### config.mk
export PLATFORM = sky130hd
export DESIGN_NAME = sdspi_block_reader
export DESIGN_NICKNAME = d
export VERILOG_FILES = /design/src/rtl/sdr_pkg.sv /design/src/rtl/sdr_cmd_rom.sv /design/src/rtl/sdr_spi_xfer.sv /design/src/rtl/sdspi_block_reader.sv
export SDC_FILE = /design/constraint.sdc
export NUM_CORES = 1
export LEC_CHECK = 0
export ABC_AREA = 1
export BUFFER_PORTS_ARGS = -buffer_cell sky130_fd_sc_hd__buf_2
export CAP_MARGIN = 30
export CORE_MARGIN = 4
export CORE_UTILIZATION = 30
export DETAILED_ROUTE_END_ITERATION = 12
export SLEW_MARGIN = 5
export SYNTH_ARGS = -nofsm -noshare
export SYNTH_HDL_FRONTEND = slang
export SYNTH_SLANG_ARGS = --single-unit
### constraint.sdc
create_clock -name clk -period 2.84 [get_ports clk]
set_clock_uncertainty 0.1 [all_clocks]
set_input_delay 0.568 -clock clk [delete_from_list [all_inputs] [get_ports clk]]
set_output_delay 0.568 -clock clk [all_outputs]
set_load 0.02 [all_outputs]
### src/rtl/sdr_pkg.sv
package sdr_pkg;

    localparam int BLK_BYTES   = 512;
    localparam int CRC_BYTES   = 2;
    localparam int FRAME_BYTES = 6;
    localparam int PRE_BYTES   = 10;
    localparam int CNT_W       = $clog2(BLK_BYTES + CRC_BYTES);
    localparam int POLL_W      = 16;
    localparam int DIV_W       = 16;

    localparam logic [7:0] FILL_BYTE  = 8'hFF;
    localparam logic [7:0] DATA_TOKEN = 8'hFE;
    localparam logic [7:0] RD_HEADER  = 8'h51;
    localparam logic [7:0] IFC_ECHO   = 8'hAA;

    typedef enum logic [3:0] {
        S_PWR, S_CMD, S_RESP, S_TAIL, S_TOKEN,
        S_READY, S_FETCH, S_DRAIN, S_IDLE, S_FAIL
    } rd_state_e;

    typedef enum logic [2:0] {
        C_GO  = 3'd0,
        C_IFC = 3'd1,
        C_APP = 3'd2,
        C_OPC = 3'd3,
        C_RD  = 3'd4
    } cmd_e;

    typedef struct packed {
        rd_state_e          st;
        cmd_e               cmd;
        logic [CNT_W-1:0]   cnt;
        logic [POLL_W-1:0]  poll;
        logic [31:0]        addr;
        logic [7:0]         data;
        logic               busy;
        logic               err;
        logic               cs_n;
        logic               fast;
        logic               start;
        logic               pend;
        logic               req_q;
        logic [7:0]         tx;
    } ctl_t;

    typedef struct packed {
        logic               act;
        logic               sclk;
        logic               fast;
        logic               done;
        logic [2:0]         bitn;
        logic [DIV_W-1:0]   div;
        logic [7:0]         txs;
        logic [7:0]         rxs;
    } xfer_t;

endpackage

### src/rtl/sdr_cmd_rom.sv
module sdr_cmd_rom (
    input  logic [4:0] idx,
    output logic [7:0] data
);
    always_comb begin
        case (idx)
            5'd0:  data = 8'h40;
            5'd1:  data = 8'h00;
            5'd2:  data = 8'h00;
            5'd3:  data = 8'h00;
            5'd4:  data = 8'h00;
            5'd5:  data = 8'h95;
            5'd6:  data = 8'h48;
            5'd7:  data = 8'h00;
            5'd8:  data = 8'h00;
            5'd9:  data = 8'h01;
            5'd10: data = 8'hAA;
            5'd11: data = 8'h87;
            5'd12: data = 8'h77;
            5'd13: data = 8'h00;
            5'd14: data = 8'h00;
            5'd15: data = 8'h00;
            5'd16: data = 8'h00;
            5'd17: data = 8'h65;
            5'd18: data = 8'h69;
            5'd19: data = 8'h40;
            5'd20: data = 8'h00;
            5'd21: data = 8'h00;
            5'd22: data = 8'h00;
            5'd23: data = 8'h77;
            default: data = 8'hFF;
        endcase
    end
endmodule

### src/rtl/sdr_spi_xfer.sv
module sdr_spi_xfer
    import sdr_pkg::*;
#(
    parameter int HALF_SLOW = 312,
    parameter int HALF_FAST = 1
) (
    input  logic       clk,
    input  logic       rst,
    input  logic       start,
    input  logic       fast,
    input  logic [7:0] tx,
    input  logic       miso,
    output logic       sclk,
    output logic       mosi,
    output logic       done,
    output logic [7:0] rx
);
    localparam logic [DIV_W-1:0] SLOW_M1 = DIV_W'(HALF_SLOW - 1);
    localparam logic [DIV_W-1:0] FAST_M1 = DIV_W'(HALF_FAST - 1);

    localparam xfer_t XF_RST = '{act: 1'b0, sclk: 1'b0, fast: 1'b0, done: 1'b0,
                                 bitn: '0, div: '0, txs: 8'hFF, rxs: 8'hFF};

    xfer_t r_q, r_d;

    always_comb begin
        r_d      = r_q;
        r_d.done = 1'b0;
        if (!r_q.act) begin
            if (start) begin
                r_d.act  = 1'b1;
                r_d.fast = fast;
                r_d.txs  = tx;
                r_d.bitn = '0;
                r_d.sclk = 1'b0;
                r_d.div  = fast ? FAST_M1 : SLOW_M1;
            end
        end else if (r_q.div != '0) begin
            r_d.div = r_q.div - 1'b1;
        end else begin
            r_d.div = r_q.fast ? FAST_M1 : SLOW_M1;
            if (!r_q.sclk) begin
                r_d.sclk = 1'b1;
                r_d.rxs  = {r_q.rxs[6:0], miso};
            end else begin
                r_d.sclk = 1'b0;
                if (r_q.bitn == 3'd7) begin
                    r_d.act  = 1'b0;
                    r_d.done = 1'b1;
                end else begin
                    r_d.bitn = r_q.bitn + 1'b1;
                    r_d.txs  = {r_q.txs[6:0], 1'b1};
                end
            end
        end
    end

    always_ff @(posedge clk) begin
        if (rst) r_q <= XF_RST;
        else     r_q <= r_d;
    end

    assign sclk = r_q.sclk;
    assign mosi = r_q.act ? r_q.txs[7] : 1'b1;
    assign done = r_q.done;
    assign rx   = r_q.rxs;

    // lines rest between bytes
    p_lines_rest_r2: assert property (@(posedge clk) disable iff (rst)
        !r_q.act |-> (!sclk && mosi));
    // completion is a single-cycle pulse
    p_done_single_r2: assert property (@(posedge clk) disable iff (rst)
        done |=> !done);
endmodule

### src/rtl/sdspi_block_reader.sv
module sdspi_block_reader
    import sdr_pkg::*;
#(
    parameter int HALF_SLOW  = 312,
    parameter int HALF_FAST  = 1,
    parameter int POLL_LIMIT = 255
) (
    input  logic        clk,
    input  logic        rst,
    input  logic        blk_req,
    input  logic        byte_req,
    input  logic [31:0] blk_addr,
    output logic [7:0]  rd_data,
    output logic        busy,
    output logic        err,
    output logic        spi_sclk,
    output logic        spi_cs_n,
    output logic        spi_mosi,
    input  logic        spi_miso
);
    localparam logic [POLL_W-1:0] POLL_LAST = POLL_W'(POLL_LIMIT - 1);
    localparam logic [CNT_W-1:0]  BLK_END   = CNT_W'(BLK_BYTES);
    localparam logic [CNT_W-1:0]  FLUSH_END = CNT_W'(BLK_BYTES + CRC_BYTES - 1);
    localparam logic [CNT_W-1:0]  PRE_LAST  = CNT_W'(PRE_BYTES - 1);
    localparam logic [CNT_W-1:0]  FRM_LAST  = CNT_W'(FRAME_BYTES - 1);
    localparam logic [CNT_W-1:0]  TAIL_LAST = CNT_W'(3);

    localparam ctl_t CTL_RST = '{st: S_PWR, cmd: C_GO, cnt: '0, poll: '0,
                                 addr: '0, data: '0, busy: 1'b1, err: 1'b0,
                                 cs_n: 1'b1, fast: 1'b0, start: 1'b0,
                                 pend: 1'b0, req_q: 1'b0, tx: FILL_BYTE};

    ctl_t        r_q, r_d;
    logic        x_done;
    logic [7:0]  x_rx;
    logic [4:0]  rom_idx;
    logic [7:0]  rom_byte;
    logic [7:0]  frame_byte;
    logic        needs_xfer;

    sdr_cmd_rom u_rom (
        .idx  (rom_idx),
        .data (rom_byte)
    );

    sdr_spi_xfer #(
        .HALF_SLOW (HALF_SLOW),
        .HALF_FAST (HALF_FAST)
    ) u_xfer (
        .clk   (clk),
        .rst   (rst),
        .start (r_q.start),
        .fast  (r_q.fast),
        .tx    (r_q.tx),
        .miso  (spi_miso),
        .sclk  (spi_sclk),
        .mosi  (spi_mosi),
        .done  (x_done),
        .rx    (x_rx)
    );

    assign rom_idx = 5'(r_q.cmd[1:0]) * 5'd6 + 5'(r_q.cnt[2:0]);

    always_comb begin
        if (r_q.cmd == C_RD) begin
            case (r_q.cnt[2:0])
                3'd0:    frame_byte = RD_HEADER;
                3'd1:    frame_byte = r_q.addr[31:24];
                3'd2:    frame_byte = r_q.addr[23:16];
                3'd3:    frame_byte = r_q.addr[15:8];
                3'd4:    frame_byte = r_q.addr[7:0];
                default: frame_byte = FILL_BYTE;
            endcase
        end else begin
            frame_byte = rom_byte;
        end
    end

    assign needs_xfer = (r_q.st == S_PWR)   || (r_q.st == S_CMD)   ||
                        (r_q.st == S_RESP)  || (r_q.st == S_TAIL)  ||
                        (r_q.st == S_TOKEN) || (r_q.st == S_FETCH) ||
                        (r_q.st == S_DRAIN);

    always_comb begin
        logic fail;
        fail      = 1'b0;
        r_d       = r_q;
        r_d.start = 1'b0;
        r_d.req_q = blk_req;

        if (needs_xfer && !r_q.pend) begin
            r_d.start = 1'b1;
            r_d.pend  = 1'b1;
            r_d.tx    = (r_q.st == S_CMD) ? frame_byte : FILL_BYTE;
        end

        if (x_done) begin
            r_d.pend = 1'b0;
            case (r_q.st)
                S_PWR: begin
                    if (r_q.cnt == PRE_LAST) begin
                        r_d.cs_n = 1'b0;
                        r_d.cnt  = '0;
                        r_d.cmd  = C_GO;
                        r_d.st   = S_CMD;
                    end else begin
                        r_d.cnt = r_q.cnt + 1'b1;
                    end
                end
                S_CMD: begin
                    if (r_q.cnt == FRM_LAST) begin
                        r_d.cnt  = '0;
                        r_d.poll = '0;
                        r_d.st   = S_RESP;
                    end else begin
                        r_d.cnt = r_q.cnt + 1'b1;
                    end
                end
                S_RESP: begin
                    if (x_rx == FILL_BYTE) begin
                        if (r_q.poll == POLL_LAST) fail = 1'b1;
                        else r_d.poll = r_q.poll + 1'b1;
                    end else begin
                        r_d.cnt = '0;
                        case (r_q.cmd)
                            C_GO: begin
                                if (x_rx == 8'h01) begin r_d.cmd = C_IFC; r_d.st = S_CMD; end
                                else fail = 1'b1;
                            end
                            C_IFC: begin
                                if (x_rx == 8'h01) r_d.st = S_TAIL;
                                else fail = 1'b1;
                            end
                            C_APP: begin
                                if (x_rx[7:1] == 7'd0) begin r_d.cmd = C_OPC; r_d.st = S_CMD; end
                                else fail = 1'b1;
                            end
                            C_OPC: begin
                                if (x_rx == 8'h00) begin
                                    r_d.st   = S_IDLE;
                                    r_d.busy = 1'b0;
                                    r_d.err  = 1'b0;
                                    r_d.fast = 1'b1;
                                end else if (x_rx == 8'h01) begin
                                    r_d.cmd = C_APP;
                                    r_d.st  = S_CMD;
                                end else begin
                                    fail = 1'b1;
                                end
                            end
                            default: begin
                                if (x_rx == 8'h00) begin r_d.poll = '0; r_d.st = S_TOKEN; end
                                else fail = 1'b1;
                            end
                        endcase
                    end
                end
                S_TAIL: begin
                    if (r_q.cnt == TAIL_LAST) begin
                        r_d.cnt = '0;
                        if (x_rx == IFC_ECHO) begin r_d.cmd = C_APP; r_d.st = S_CMD; end
                        else fail = 1'b1;
                    end else begin
                        r_d.cnt = r_q.cnt + 1'b1;
                    end
                end
                S_TOKEN: begin
                    if (x_rx == DATA_TOKEN) begin
                        r_d.cnt  = '0;
                        r_d.busy = 1'b0;
                        r_d.st   = S_READY;
                    end else if (x_rx == FILL_BYTE) begin
                        if (r_q.poll == POLL_LAST) fail = 1'b1;
                        else r_d.poll = r_q.poll + 1'b1;
                    end else begin
                        fail = 1'b1;
                    end
                end
                S_FETCH: begin
                    r_d.data = x_rx;
                    r_d.cnt  = r_q.cnt + 1'b1;
                    r_d.busy = 1'b0;
                    r_d.st   = S_READY;
                end
                S_DRAIN: begin
                    if (r_q.cnt == FLUSH_END) begin
                        r_d.st   = S_IDLE;
                        r_d.busy = 1'b0;
                        r_d.err  = 1'b0;
                    end else begin
                        r_d.cnt = r_q.cnt + 1'b1;
                    end
                end
                default: ;
            endcase
        end

        case (r_q.st)
            S_IDLE: begin
                if (blk_req && !r_q.req_q) begin
                    r_d.addr = blk_addr;
                    r_d.cmd  = C_RD;
                    r_d.cnt  = '0;
                    r_d.busy = 1'b1;
                    r_d.err  = 1'b0;
                    r_d.st   = S_CMD;
                end
            end
            S_READY: begin
                if (!blk_req) begin
                    r_d.busy = 1'b1;
                    r_d.st   = S_DRAIN;
                end else if (byte_req && r_q.cnt != BLK_END) begin
                    r_d.busy = 1'b1;
                    r_d.st   = S_FETCH;
                end
            end
            default: ;
        endcase

        if (fail) begin
            r_d.st   = S_FAIL;
            r_d.busy = 1'b0;
            r_d.err  = 1'b1;
        end
    end

    always_ff @(posedge clk) begin
        if (rst) r_q <= CTL_RST;
        else     r_q <= r_d;
    end

    assign rd_data  = r_q.data;
    assign busy     = r_q.busy;
    assign err      = r_q.err;
    assign spi_cs_n = r_q.cs_n;

    // a reported failure is never accompanied by busy
    p_err_not_busy_r4: assert property (@(posedge clk) disable iff (rst)
        err |-> !busy);
    // a byte pulse on an open, unexhausted block raises busy next cycle
    p_fetch_busy_r6: assert property (@(posedge clk) disable iff (rst)
        (r_q.st == S_READY && blk_req && byte_req && r_q.cnt != BLK_END) |=> busy);
    // flush keeps busy high
    p_flush_busy_r7: assert property (@(posedge clk) disable iff (rst)
        (r_q.st == S_DRAIN) |-> busy);
    // failure is sticky until reset
    p_fail_hold_r8: assert property (@(posedge clk) disable iff (rst)
        (r_q.st == S_FAIL) |=> (r_q.st == S_FAIL && err && !busy));
    // no card clock after failure
    p_fail_quiet_r8: assert property (@(posedge clk) disable iff (rst)
        (r_q.st == S_FAIL) |-> !spi_sclk);
    // chip select stays low once lowered
    p_cs_sticky_r9: assert property (@(posedge clk) disable iff (rst)
        !spi_cs_n |=> !spi_cs_n);
endmodule

-- After elaboration in Yosys (flattened, before gate mapping)
Memory sizes are Yosys's and may differ from the RTL's.
Cells that the tools add are included.
- div/mod/pow operators: 0
- equality and inequality tests: 35
- add/subtract/negate cells: 5
- multipliers: 1
- muxes and demuxes: 96
- magnitude comparators: 0
- shifts and indexed selects: 0
- reductions and logical operators: 33
- bitwise gates (word level): 4
- operator list (kind ; count):
    $mux W16 ; 9
    $pmux W10 S7 ; 1
    $mux W27 ; 2
    $mux W10 ; 5
    $pmux W16 S3 ; 1
    $mux W7 ; 6
    $mux W4 ; 10
    $mux W8 ; 5
    $pmux W8 S5 ; 1
    $mux W17 ; 2
    $mux W33 ; 1
    $pmux W4 S7 ; 1
    $mux W1 ; 26
    $eq A8 B8 Y1 const B ; 3
    $mux W2 ; 9
    $mux W9 ; 2
    $pmux W3 S3 ; 2
    $add A16 B1 Y16 const B ; 1
    $eq A16 B8 Y1 const B ; 1
    $eq A4 B3 Y1 const B ; 4
    $pmux W4 S4 ; 1
    $reduce_bool A16 Y1 ; 1
    $sub A16 B1 Y16 const B ; 1
    $mux W3 ; 5
    42 further kinds ; 74
- logic and storage cells: 198
- register bits after elaboration: 127
- latch bits: 0
- memories: 1
- bits in read-only memories: 256
- RAM bits: 0
- memories (memory ; depth ; width ; rd ports ; clocked after Yosys merged registers in ; write ports ; RTL line ; RTL):
    (no name shown) ; 32 ; 8 ; 1 ; 0 ; 0 ; sdr_cmd_rom.sv:6 ; case (idx)

-- Longest topological paths before layout
Gate-level depths: netlist (run 1).
- depth after elaboration: 11
- mapped depth: 17
- depth with buffers taken out: 17

-- Hierarchy
From an unflattened synthesis (run 1), not the netlist that was laid out.
- cells, all modules: 1205
- area total of the unflattened synthesis: 7833.8 sq um
- modules (own cells, without submodules) (module ; area each (sq um) ; instances ; cells each):
    sdspi_block_reader ; 5233.8 ; 1 ; 812
    sdr_spi_xfer ; 2267.2 ; 1 ; 333
    sdr_cmd_rom ; 332.8 ; 1 ; 60

-- Least setup slack after synthesis (run 1)
OpenSTA, ideal clock, no wires.
- path kind: reg-to-reg
- start point: reg r_q[81] (netlist name)
- end point: reg r_q[0] (netlist name)
- arrival: 2.349 ns
- required time: 2.602 ns
- slack: 0.253 ns
- path buffers: 1
- cell stages (with the launch flop): 15
- path through: dfxtp_1 inv_1 ha_1 inv_1 fa_1 clkbuf_1 inv_1 nand2_1 nand2_1 o21ai_0 nand2_1 a21oi_1 nand2_1 nand2_1 o211ai_1
- cells in the longest elaborated chain, start to end: 5
- elaborated cells on any way between the ends: 6
- those cells by class: 1 x add/sub; 1 x mul; 1 x eq/ne; 2 x mux; 1 x memory
- RTL lines (what ; RTL line ; RTL):
    from (decl) ; sdspi_block_reader.sv:33 ; ctl_t r_q, r_d;
    from (signal assigned) ; sdspi_block_reader.sv:230 ; else r_q <= r_d;
    $mul A2 B2 Y4 ; sdspi_block_reader.sv:62 ; assign rom_idx = 5'(r_q.cmd[1:0]) * 5'd6 + 5'(r_q.cnt[2:0]);
    $add A5 B3 Y5 ; sdspi_block_reader.sv:62 ;
    $mem_v2 Z32 W8 ; - ;
    $mux W8 (*) ; sdspi_block_reader.sv:65 ; if (r_q.cmd == C_RD) begin
    $mux W8 (*) ; sdspi_block_reader.sv:94 ; r_d.tx = (r_q.st == S_CMD) ? frame_byte : FILL_BYTE;
Every way passes the cells marked *; elsewhere a longest branch is shown, timed or not.
A chain may end at the register's enable or synchronous reset.

-- Final worst setup path (run 1)
- start point: reg r_q[82] (netlist name)
- end point: reg r_q[0] (netlist name)
Same word-level chain as after synthesis.

==> reports/metrics.yaml, run 1 <==
ys.flop_type: "dfxtp_1"
clkLatencyLatePin_ns: 0.42
cts.sinks: 127
avgViaCountPerCell: 4.828
drv_slew: 0
cpMostUsedCell: "nand2_1"
drt_wl_total_mm: 19.07
drive_gt1_share_pct: 11.25
drt_iter0_markers: 606
syn_avg_cell_area_sq_um: 6.658
slew-limit-headroom_pct: 57.63
antenna_cells: 0
dieArea_sq_mm: 0.02642
final_antenna_net_count: 0
core-area_sq_mm: 0.02347
synth.top_cells.by_area: "dfxtp_1, nand2_1, a21oi_1, inv_1, o21ai_0"
grt_antenna_before_repair: 0
p_sw_uw: 1141
final_area_sq_mm: 0.008363
power_density_mw_per_mm2: 527.4
dp_worst_setup_slack_ns: 0.1196
synth_edf_count: 0
synth_top_cell_by_area: "dfxtp_1"
seq_area_frac_synth_pct: 35.49
crit_chain: "inv_1 > ha_1 > inv_1 > fa_2 > nor2_1 > nand2_1 > o21ai_0 > inv_1 > nand2_1 > nand2_1 > nand2_1 > a21oi_1 > nand2_1 > nand2_1 > o211ai_1"
nFillCells: 2574
synth_top_area_share_pct: 35.49
end_kind: "register"
io_pins: 50
gp_congestion: 0.9094
critPathRequiredTime_ns: 3.01
drc: 0
comb_power_share_pct: 7.6
vias: 7034
synthDistinctLibCells: 51
drtPass1Iterations: 5
io_buffers: 49
grt_use_total_pct: 14.68
root_buffer: "clkbuf_16"
layout_worst_path_cycle_share_pct: 90.93
syn-cell-area_sq_mm: 0.007164
fin_util_pct: 35.63
critPathMaxFanout: 7
holdCritPathClass: "input port to register"
die_width_microns: 162.5
clk_pin_slew_worst_paths_ns: 0.06
fmax_ghz: 0.3872
area_growth_pct: 16.73
clock_path_buffers: 2
grt_pass1_vias: 6547
setup_violations: 0
start_kind: "register"
status: "finished, final reports clean"
fin_ws_ns: 0.2576
start_util_pct: 30.52
yosys-top-cells-count: "nand2_1, inv_1, dfxtp_1"
htreeDepth: 4
tns_ns: 0
die_h_microns: 162.5
timing_worst_slew_pin_value_ns: 0.6332
synth.net_count: 1136
worstSetupPathType: "register to register"
syn_inst: 1076
cp.arrival_ns: 2.76
row_count: 56
layout.nets: 1185
placed_area_sq_mm: 0.007756
internal_power_uw: 3270
peakVddDrop_v: 0.0003006
cts_made_buffers: 17
grt_pass1_wl_mm: 32.09
synth_seq_cells: 127
slowest_delay_ns: 0.60
grt_overflow: 0
wl_per_cell_microns: 13.09
seq_power_share_pct: 42.1
yosys_warnings: 0
leakagePower_uw: 0.003450
crit_slowest_cell: "fa_2"
yosysMostFrequentCell: "nand2_1"
grt_start_max_net_pins: 69
finalHoldViolCount: 0
rsz0062_at_grt: "no"
drv_cap: 0
ys_async_sr_fraction_pct: 0
hold_buffers: 0
finalCriticalPeriod_ns: 2.582
hpwlAfterDp_mm: 13.79
p_sw_share_pct: 25.87
cts_tree: "built"
clock_power_share_pct: 50.4
## logic make-up after synthesis
logic type,synth area share (%)
compound gates,20.29
xor+xnor,1.956
fa+ha+maj,4.122
buf+inv,9.972
flops,35.49
simple gates,28.17
## sequential cells by signal (all words and copies together), names as in the netlist
| register | count |
|---|---|
| err | 1 |
| r_q | 77 |
| busy | 1 |
| u_xfer.r_q | 29 |
| spi_cs_n | 1 |
| u_xfer.rx | 8 |
| rd_data | 8 |
| u_xfer.done | 1 |
| u_xfer.sclk | 1 |
## power groups by stage
stage	logic (uW)	registers (uW)	clock network [uW]
3_5_place_dp	333	1890	0
6_report	334	1860	2220
2_1_floorplan	240	1890	0
4_1_cts	335	1850	2280
5_1_grt	385	1860	2350
3_3_place_gp	331	1890	0
## metal layers
metal | share of wire (%) | track usage (%) | up-vias
met5 | 0 | 0 | -
met4 | 1.4 | 4.308 | 0
met3 | 4.3 | 2.860 | 19
met2 | 44 | 22.93 | 173
met1 | 50 | 20.65 | 3183
li1 | - | - | 3659
## critical path, delay by kind of cell, from the launching register on
family | cells | cell delay, ns
flip-flops | 1 | 0.40
adder cells (fa/ha/maj) | 2 | 0.91
AND/OR/NAND/NOR | 7 | 0.48
AO/OA/AOI/OAI | 3 | 0.29
buffers and inverters | 3 | 0.26
## layout make-up
type	instances	area (sq um)	share of cell area, %
Sequential cell	127	2542	30.40
Clock buffer	18	439.2	5.251
Multi-Input combinational cell	770	3915	46.81
Inverter	144	544.3	6.508
Timing Repair Buffer	65	365.4	4.369
Clock inverter	14	157.7	1.885
Tap cell	319	399.1	4.773
## metrics by stage
| stage | total power (uW) | hold WS (ns) | cells |
|---|---|---|---|
| finish | 4411 | 0.2737 | 1457 |
| global route | 4598 | 0.2962 | 1457 |
| CTS | 4472 | 0.2556 | 1456 |
| detailed placement | 2227 | 0.3371 | 1424 |
| global placement | 2224 | 0.3332 | 1424 |
| floorplan | 2127 | 0.3237 | 1076 |
## path summary, 6_finish.rpt
path | start | end | slack (ns) | depth (start not counted)
max reg2reg | r_q[82] | r_q[0] | 0.26 | 15
min reg2reg | r_q[31] | r_q[31] | 0.35 | 2
max | r_q[82] | r_q[0] | 0.26 | 15
min | spi_miso | u_xfer.rx[0] | 0.27 | 3
## repair_timing
| action | 4_1_cts | 5_1_grt |
|---|---|---|
| resized for setup | 0 | 2 |
| setup endpoints to repair | 0 | 5 |
| buffers inserted | 0 | 1 |
## layout by cell type, fill, tap and decap left out, types with 2 or more instances in the layout
cell type     n
nand3_2       3
clkinv_4      2
o2111ai_1     2
buf_4        16
a211oi_1      2
nor3b_1       2
nor3_1       22
xnor2_1       3
o21ai_0      98
nand2_2       7
inv_2         6
ha_1         22
a22o_1        4
clkbuf_16    17
clkinv_2      2
nand2_1     229
o22ai_1      10
a31oi_1       4
o31ai_1       2
inv_1       136
a22oi_1       2
nand4_1      14
nor2_1       99
buf_2        49
o211ai_1     11
inv_6         3
a21oi_1     118
o21ai_1       3
nor2_4        2
xor2_1       13
nor4_1        4
dfxtp_1     127
nand3_1      72
bufinv_16     2
nor2_2        4
clkinvlp_4    5
nor3_2        2
Power figures use the tool's default switching activity.
==> run 2, diff against run 1 <==
--- a/config.mk
+++ b/config.mk
@@ -10,6 +10,7 @@
 export CAP_MARGIN = 30
 export CORE_MARGIN = 4
 export CORE_UTILIZATION = 30
+export CTS_BUF_LIST = sky130_fd_sc_hd__clkbuf_16
 export DETAILED_ROUTE_END_ITERATION = 12
 export SLEW_MARGIN = 5
 export SYNTH_ARGS = -nofsm -noshare
==> reports/metrics.yaml, run 2 (synthesis results as in run 1) <==
end_kind: "register"
rsz0062_at_grt: "no"
p_sw_share_pct: 26.03  # +0.17 points
clock_path_buffers: 2  # unchanged
clkLatencyLatePin_ns: 0.42  # about the same
hold_buffers: 0  # unchanged
r2r-end: "r_q[0]"
internal_power_uw: 3243  # -0.83%
holdPathEnd: "u_xfer.rx[0]"
grt_use_total_pct: 14.69  # about the same
min_from: "spi_miso"
final_antenna_net_count: 0  # unchanged
p_sw_uw: 1141  # about the same
layout_worst_path_cycle_share_pct: 90.70  # -0.22 points
critPathMaxFanout: 7  # unchanged
seq_power_share_pct: 42.3  # +0.2 points
peakVddDrop_v: 0.0003012  # +0.21%
drc: 0  # unchanged
io_pins: 50  # unchanged
grt_overflow: 0  # unchanged
grt_pass1_wl_mm: 32.10  # about the same
critPathRequiredTime_ns: 3.01  # about the same
largest_registers: "r_q (77), u_xfer.r_q (29)"
slew-limit-headroom_pct: 57.24  # -0.40 points
timing_worst_slew_pin_value_ns: 0.6391  # +0.005953 ns
drt_wl_total_mm: 19.06  # about the same
largest_reg_flops: 77  # unchanged
fmax_ghz: 0.3882  # +0.25%
io_buffers: 49  # unchanged
die_width_microns: 162.5  # unchanged
die_h_microns: 162.5  # unchanged
vias: 7030  # -0.057%
rr_worst_depth: 15  # unchanged
drv_slew: 0  # unchanged
nFillCells: 2576  # +0.078%
comb_power_share_pct: 7.6  # about the same
drive_gt1_share_pct: 11.16  # -0.088 points
root_buffer: "clkbuf_16"
worstSetupPathType: "register to register"
leakagePower_uw: 0.003444  # -0.16%
power_density_mw_per_mm2: 524.8  # -0.49%
area_growth_pct: 16.59
grt_pass1_vias: 6543  # -0.061%
whs_path_depth: 3  # unchanged
row_count: 56  # unchanged
finalHoldViolCount: 0  # unchanged
drv_cap: 0  # unchanged
clock_power_share_pct: 50.0  # -0.4 points
cts_tree: "built"
top_register: "r_q"
avgViaCountPerCell: 4.825  # about the same
layout.nets: 1185  # unchanged
dieArea_sq_mm: 0.02642  # unchanged
layout_commonest_cell: "nand2_1"
wl_per_cell_microns: 13.08  # about the same
clk_pin_slew_worst_paths_ns: 0.06  # about the same
setup_violations: 0  # unchanged
finalCriticalPeriod_ns: 2.576  # -0.006359 ns
grt_start_max_net_pins: 69  # unchanged
tns_ns: 0  # unchanged
antenna_cells: 0  # unchanged
status: "finished, final reports clean"
grt_antenna_before_repair: 0  # unchanged
cts.sinks: 127  # unchanged
cts_made_buffers: 17  # unchanged
drtPass1Iterations: 5  # unchanged
timing.reg2reg.setup_slack_ns: 0.26  # about the same
holdWs_ns: 0.2731  # -0.0005510 ns
start_util_pct: 30.52  # unchanged
cp.arrival_ns: 2.75  # about the same
start_kind: "register"
gp_congestion: 0.9094  # unchanged
holdCritPathClass: "input port to register"
htreeDepth: 4  # unchanged
core-area_sq_mm: 0.02347  # unchanged
timing.rr.start: "r_q[82]"
hpwlAfterDp_mm: 13.79  # unchanged
drt_iter0_markers: 622  # +2.6%
final_cell_mix: "nand2_1, inv_1, dfxtp_1, a21oi_1, nor2_1"
## run 2: cell types whose count changed in the layout (fill, tap and decap cells not counted), sizes merged
cell    change
clkinv      +1
clkbuf      -1
## run 2: stage by stage
step	setup WS [ns]	cell area (sq um)	std cells	power [uW]	utilization [%]
6_report	0.2640	8353	1457	4384	35.59
5_1_grt	0.04339	8353	1457	4571	35.59
4_1_cts	0.1211	8343	1456	4444	35.54
3_5_place_dp	0.1196	7756	1424	2227	33.04
3_3_place_gp	0.1727	7756	1424	2224	33.04
2_1_floorplan	0.2530	7164	1076	2127	-
## run 2: worst max-delay path, stage by stage, from the launching register on
cell and delay [ns]:
dfxtp_1 0.40, inv_1 0.12, ha_1 0.31, inv_1 0.05, fa_2 0.60, nor2_1 0.10
nand2_1 0.08, o21ai_0 0.10, inv_1 0.09, nand2_1 0.05, nand2_1 0.05, nand2_1 0.05
a21oi_1 0.12, nand2_1 0.07, nand2_1 0.06, o211ai_1 0.07
## run 2: area by class of cell
cell class / instances / area, sq um / share of cell area (%)
multi-input cells: 770 / 3915 / 46.87
repair buffers: 65 / 365.4 / 4.374
clock buffers: 17 / 425.4 / 5.093
inverters: 144 / 544.3 / 6.516
well taps: 319 / 399.1 / 4.778
flip-flops and latches: 127 / 2542 / 30.44
clock inverters: 15 / 161.4 / 1.932
## run 2: how the worst max path moves through the flow
| stage | startpoint | cells after the start | slack, ns | end |
|---|---|---|---|---|
| after floorplan | r_q[81] | 14 | 0.25 | r_q[0] |
| after global placement | r_q[82] | 13 | 0.17 | r_q[0] |
| after detailed placement | r_q[82] | 13 | 0.12 | r_q[0] |
| after CTS | r_q[82] | 13 | 0.12 | r_q[0] |
| after global routing | r_q[82] | 15 | 0.04 | r_q[0] |
| final | r_q[82] | 15 | 0.26 | r_q[0] |
## run 2: routing by layer
metal / part of all wire, % / GRT usage, % / vias up
met3: 3.8 / 2.860 / 22
met5: 0 / 0 / -
met4: 1.5 / 4.308 / 0
li1: - / - / 3661
met2: 44 / 22.91 / 145
met1: 51 / 20.69 / 3202
## run 2: timing repair
item                                   4_1_cts  5_1_grt
buffers inserted                             0        1
endpoints found under the hold margin        0        0
setup endpoints to repair                    0        5
gates resized for setup                      0        2
## run 2: power groups by stage
stage               combinational, uW  clock [uW]  sequential, uW
floorplan                         240           0            1890
global placement                  331           0            1890
detailed placement                333           0            1890
CTS                               335        2250            1850
global route                      385        2330            1860
finish                            335        2190            1860
